[src/rtl/msg_link_pkg.sv]
`timescale 1ns/1ps
package msg_link_pkg;
    typedef enum logic [1:0] {
        ST_HDR  = 2'd0,
        ST_BODY = 2'd1,
        ST_TAIL = 2'd2
    } frame_st_e;
endpackage

[src/rtl/msg_link_frame.sv]
`timescale 1ns/1ps
module msg_link_frame
    import msg_link_pkg::*;
#(
    parameter int LEN_W   = 4,
    parameter int LEN_MIN = 1,
    parameter int LEN_MAX = 5
) (
    input  logic             clk,
    input  logic             rst_n,
    input  logic             beat,
    input  logic [LEN_W-1:0] len_field,
    output logic             at_hdr,
    output logic             at_tail,
    output logic             len_bad
);
    frame_st_e        st_q, st_d;
    logic [LEN_W-1:0] left_q;
    logic             bad_q;
    logic             len_illegal;

    assign len_illegal = (int'(len_field) < LEN_MIN) || (int'(len_field) > LEN_MAX);

    always_comb begin
        st_d = st_q;
        unique case (st_q)
            ST_HDR:  if (beat) st_d = (len_field == '0) ? ST_TAIL : ST_BODY;
            ST_BODY: if (beat && left_q == LEN_W'(1)) st_d = ST_TAIL;
            ST_TAIL: if (beat) st_d = ST_HDR;
            default: st_d = ST_HDR;
        endcase
    end

    always_ff @(posedge clk or negedge rst_n) begin
        if (!rst_n) begin
            st_q   <= ST_HDR;
            left_q <= '0;
            bad_q  <= 1'b0;
        end else begin
            st_q <= st_d;
            if (beat && st_q == ST_HDR) begin
                left_q <= len_field;
                bad_q  <= len_illegal;
            end else if (beat && st_q == ST_BODY) begin
                left_q <= left_q - LEN_W'(1);
            end
        end
    end

    always_comb begin
        at_hdr  = 1'b0;
        at_tail = 1'b0;
        unique case (st_q)
            ST_HDR:  at_hdr  = 1'b1;
            ST_BODY: ;
            ST_TAIL: at_tail = 1'b1;
            default: at_hdr  = 1'b1;
        endcase
    end

    assign len_bad = bad_q;
endmodule

[config.mk]
export PLATFORM = sky130hd
export DESIGN_NAME = msg_link_frame
export DESIGN_NICKNAME = d
export VERILOG_FILES = /design/src/rtl/msg_link_pkg.sv /design/src/rtl/msg_link_frame.sv
export SDC_FILE = /design/constraint.sdc
export NUM_CORES = 1
export LEC_CHECK = 0
export CORE_AREA = 2 2 39 41
export CTS_CLUSTER_SIZE = 12
export DETAILED_ROUTE_END_ITERATION = 10
export DIE_AREA = 0 0 41 43
export DONT_BUFFER_PORTS = 1
export MAX_ROUTING_LAYER = met4
export PLACE_DENSITY = 0.53
export SKIP_LAST_GASP = 1
export SYNTH_ARGS = -nofsm -noshare
export SYNTH_HDL_FRONTEND = slang
export SYNTH_SLANG_ARGS = --single-unit
[constraint.sdc]
create_clock -name clk -period 2.1 [get_ports clk]
set_clock_uncertainty 0.15 [all_clocks]
set_input_delay 0.21 -clock clk [delete_from_list [all_inputs] [get_ports clk]]
set_output_delay 0.21 -clock clk [all_outputs]
set_load 0.05 [all_outputs]
==> metrics, run 1 <==
YS warnings=0; worst-skew pair later-pin latency=260 ps; Antenna Nets Post-Route=0; Worst Slack Setup Final=392.2 ps; pwr dens=1674 nW/µm²; Syn Inst Count=52; die area=1763 µm²; Critical Path End=st_q[0]; Die H=43 µm; Worst Max-Slew Pin Slew=472.2 ps; DR vias/cell=5.467; # diodes=0; Gate power share=54.3%; worst r2r src=st_q[1]; routability cong.=0.7443; Cell variety after synth=22; DP HPWL=742 µm; Psw=471.0 µW; P_int=488.0 µW; final wirelength=1.031 mm; cell area after synthesis=489.2 µm²; worst slack, placed=385.3 ps; largest net degree at the start of global routing=11; max-cap viol count=0; # nets final=72; clock transition at the registers of the reported paths=60 ps; overall power=959.0 µW; router iterations before antenna repair=4; Max FO, Critical Path=10; starting density of the core=35.35%; Layout Cells excl Fill=75; Starting DRT DRC Count=10; CTS hold repair buffers=4; Final Max Slew Viols=0; switching share of power=49.11%; syn avg cell area=9.408 µm²; Fill cells=146; CP Data Required Time=2130 ps; Max clock buf depth=2; fin crit share=81.33%; vias in the first global route=423; Die Wd=41 µm; crit path DAT=1740 ps; # IOs=10; Worst Reg-to-Reg Cells=5; slowest CP cell=dfrtp_1; # rows=14; Clk network pwr share=13.3%; final hold violation count=0; H-Tree Depth=1; layout cell share with drive strength beyond 1=13.56%; Max rail drop VDD=680.2 µV; Seq pwr share=32.3%; clock root buffer=clkbuf_4; critical path type=register to register; reg-to-reg endpoint=st_q[0]; relative slew slack=68.52%; CTS resizes=0; worst setup path start=st_q[1]; Core ar.=1384 µm²; CTS buffer count=3; antenna violations before repair=0; CP startpoint kind=register; Vias=410; fin crit period=1708 ps; post-synthesis sequential area ratio=35.81%; Leak=0.0002537 µW; fmax=0.5855 GHz; RSZ-0062 raised after global routing=no; status=complete, no violations; # port buffers=0; type of the worst min-delay path=primary input to register; CTS tree=yes; R2R setup slack=390 ps; Synth Register Bits=7; GRT Util Overall=16.41%; Placed Cells=67; Syn Nets=64; min-delay src=beat; final setup fails=0; Max stage delay on crit path=390 ps; setup TNS=0 ps; global route total overflow=0; postcts setup bufs=0; wire per inst=13.75 µm; drc violations=0; first-pass GRT wire length=1.814 mm; CTS sink count=7; area delta synth->final=17.14%; CP cell instances=inv_1 -> ha_1 -> nor3_1 -> a2bb2oi_2 -> mux2i_1; Setup crit end kind=register
==> synthesized netlist by cell type <==
cell | n | area share, %
dfrtp_1 | 7 | 36
inv_1 | 6 | 4.6
ha_1 | 5 | 13
nand2_1 | 5 | 3.8
a21oi_1 | 3 | 3.1
a22o_1 | 2 | 3.6
a2bb2oi_2 | 2 | 6.1
buf_2 | 2 | 2.0
mux2i_1 | 2 | 4.1
nand2b_1 | 2 | 2.6
nor3_1 | 2 | 2.0
o21ai_0 | 2 | 2.0
o21ai_1 | 2 | 2.0
o22ai_1 | 2 | 2.6
a211oi_1 | 1 | 1.5
a21o_2 | 1 | 1.8
nand4_1 | 1 | 1.3
nor2_1 | 1 | 0.77
nor4_1 | 1 | 1.3
nor4b_2 | 1 | 3.1
or2_1 | 1 | 1.3
or3b_1 | 1 | 1.8
==> flip-flops by register name (all words and copies together), names as in the netlist <==
| name | cells |
|---|---|
| left_q | 4 |
| st_q | 2 |
| len_bad | 1 |
==> layout by cell type, fill, tap and decap left out, types with 2 or more instances in the layout <==
cell and instances:
a21oi_1 3, a22o_1 2, a2bb2oi_2 2, clkbuf_4 3
dfrtp_1 7, dlygate4sd3_1 4, ha_1 5, inv_1 6
mux2i_1 2, nand2_1 5, nand2b_1 2, nor3_1 2
o21ai_0 2, o21ai_1 2, o22ai_1 2
==> cells by family after synthesis <==
family                     count (synthesis)  share of synthesized area [%]
AOI/OAI and AO/OA                         15                          22.76
buffers and inverters                      8                          6.649
muxes                                      2                          4.092
DFF                                        7                          35.81
adders and majority gates                  5                          12.79
and+or+nand+nor                           15                          17.90
==> layout make-up <==
| cell class | instances | area, µm² | share of cell area [%] |
|---|---|---|---|
| multi-input combinational | 37 | 281.5 | 49.13 |
| timing repair buffer | 5 | 47.55 | 8.297 |
| clock buffer | 4 | 26.28 | 4.585 |
| sequential | 7 | 175.2 | 30.57 |
| inverter | 6 | 22.52 | 3.930 |
| tap | 16 | 20.02 | 3.493 |
==> power by group through the flow <==
stage | Clock [µW] | Sequential (µW) | Combinational, µW
2_1_floorplan | 0 | 292 | 448
3_3_place_gp | 0 | 311 | 511
3_5_place_dp | 0 | 310 | 515
4_1_cts | 131 | 308 | 529
5_1_grt | 143 | 319 | 582
6_report | 128 | 310 | 521
==> per-stage QoR <==
| stage | utilization [%] | area (µm²) | hold slack, ps |
|---|---|---|---|
| after global placement | 36.62 | 506.7 | -235.4 |
| after floorplan | - | 489.2 | -235.6 |
| final | 41.41 | 573.1 | 15.21 |
| after global routing | 41.41 | 573.1 | 52.71 |
| after CTS | 41.41 | 573.1 | 10.97 |
| after detailed placement | 36.62 | 506.7 | -235.4 |
==> worst max-delay path, delay by kind of cell (launching register included) <==
family          cells  cell delay [ps]
compound gates      1              220
simple gates        1              300
flops               1              390
buf+inv             1               80
mux                 1              190
fa+ha+maj           1              300
==> routing by layer <==
metal / vias up / track usage (%) / share of wire, %
met4: 0 / 10.00 / 2.0
met1: 191 / 20.53 / 44
met5: - / - / 0
met2: 16 / 22.19 / 47
li1: 200 / - / -
met3: 3 / 5.236 / 6.6
==> worst min-delay path by stage <==
stage                            to  slack (ps)  depth (start not counted)
after floorplan           left_q[0]        -240                          0
after global placement    left_q[0]        -240                          0
after detailed placement  left_q[0]        -240                          0
after CTS                 left_q[3]          10                          2
after global routing      left_q[3]          50                          2
final                     left_q[3]          20                          2
Power figures use the tool's default switching activity.
==> inputs of run 2 (changes only) <==
Clock period 2.1 ns to 1.7 ns, I/O delays scaled along.
==> metrics, run 2 (synthesis results as in run 1) <==
status=complete, no violations; global route total overflow=0 (unchanged); fin crit share=94.79%; Final Max Slew Viols=0 (unchanged); router iterations before antenna repair=4 (unchanged); final hold violation count=0 (unchanged); commonest non-fill, non-tap cell in the layout=dfrtp_1; CTS tree=yes; GRT Util Overall=16.29% (-0.12 points); first-pass GRT wire length=1.938 mm (+6.8%); drc violations=0 (unchanged); Die Wd=41 µm (unchanged); Max clock buf depth=2 (unchanged); post-route cell area=598.1 µm² (+4.4%); CTS sink count=7 (unchanged); RSZ-0062 raised after global routing=no; Setup crit end kind=output port; final setup fails=0 (unchanged); area delta synth->final=22.25%; starting density of the core=35.35% (unchanged); CTS resizes=0 (unchanged); dpl cell area=521.8 µm² (+3.0%); wire per inst=13.00 µm (-5.4%); CTS buffer count=3 (unchanged); # nets final=75 (+4.2%); H-Tree Depth=1 (unchanged); Biggest register=left_q; Leak=0.0002680 µW (+5.6%); Core ar.=1384 µm² (unchanged); Hold Slack=7.473 ps (-7.736 ps); # port buffers=0 (unchanged); clock root buffer=clkbuf_4; commonest non-fill, non-tap cells in the layout=7 x dfrtp_1, 6 x inv_1, 5 x nand2_1, 5 x ha_1, 5 x dlygate4sd3_1; final wirelength=1.014 mm (-1.6%); final core utilization=43.22% (+1.8 points); Max rail drop VDD=710.1 µV (+4.4%); CP startpoint kind=register; Worst Max-Slew Pin Slew=474.5 ps (+2.310 ps); max FFs per register=4 (unchanged); Max FO, Critical Path=3 (-7); setup TNS=0 ps (unchanged); worst-skew pair later-pin latency=240 ps (-20 ps); critical path type=register to output port; overall power=1201 µW (+25%); die area=1763 µm² (unchanged); largest net degree at the start of global routing=10 (-1); vias in the first global route=451 (+6.6%); Die H=43 µm (unchanged); # IOs=10 (unchanged); pwr dens=2008 nW/µm² (+20%); relative slew slack=68.36% (-0.15 points); CP Data Required Time=1380 ps (-750 ps); Antenna Nets Post-Route=0 (unchanged); routability cong.=0.7428 (-0.20%); max-cap viol count=0 (unchanged); fmax=0.6206 GHz; # diodes=0 (unchanged); antenna violations before repair=0 (unchanged); Starting DRT DRC Count=7 (-3); Vias=420 (+2.4%); clock transition at the registers of the reported paths=50 ps (about the same); layout cell share with drive strength beyond 1=16.13% (+2.6 points); DP HPWL=737 µm (-0.67%); DR vias/cell=5.385 (-1.5%); # rows=14 (unchanged); crit path DAT=1290 ps (-450 ps); fin crit period=1611 ps; type of the worst min-delay path=primary input to register
## run 2: changes by cell type in the layout (fill, tap and decap cells not counted)
cell	previous run	this run
buf_4	1	3
dlygate4sd3_1	4	5
## run 2: timing repair
item / in CTS / in global routing
hold buffers: 5 / 0
setup buffers: 0 / 0
endpoints found under the hold margin: 13 / 0
## run 2: cell type report
type                    count  area, µm²
inverters                   6      22.52
well taps                  16      20.02
fillers                   146      785.8
repair buffers              8      72.57
flip-flops and latches      7      175.2
multi-input cells          37      281.5
clock buffers               4      26.28
## run 2: routing by layer
layer	wire length, µm	global-route usage (%)
met1	437	19.80
met2	517	25.31
met3	50	3.665
met4	8	6.000
met5	0	-
## run 2: worst paths after layout
kind	end	depth (start not counted)	start	slack, ps
max in group asynchronous	st_q[0]	1	rst_n	1040
min in group asynchronous	left_q[0]	1	rst_n	110
worst min-delay path	left_q[2]	3	beat	7
worst max-delay path	at_hdr	3	st_q[1]	90
worst max register to register	st_q[0]	5	left_q[1]	100
worst min register to register	st_q[1]	1	st_q[1]	420
## run 2: worst max-delay path: stages (launching register included)
cell,delay [ps]
dfrtp_1,390
inv_1,70
ha_1,260
inv_1,320
## run 2: per-stage QoR
step	worst slack, ps	cells
5_1_grt	7.627	78
3_5_place_dp	111.6	69
4_1_cts	78.80	78
3_3_place_gp	152.8	69
2_1_floorplan	12.92	52
6_report	88.64	78
## run 2: where the power goes
group | switching (µW) | internal [µW]
registers | 126 | 252
logic | 386 | 287
clock network | 60.5 | 89.5
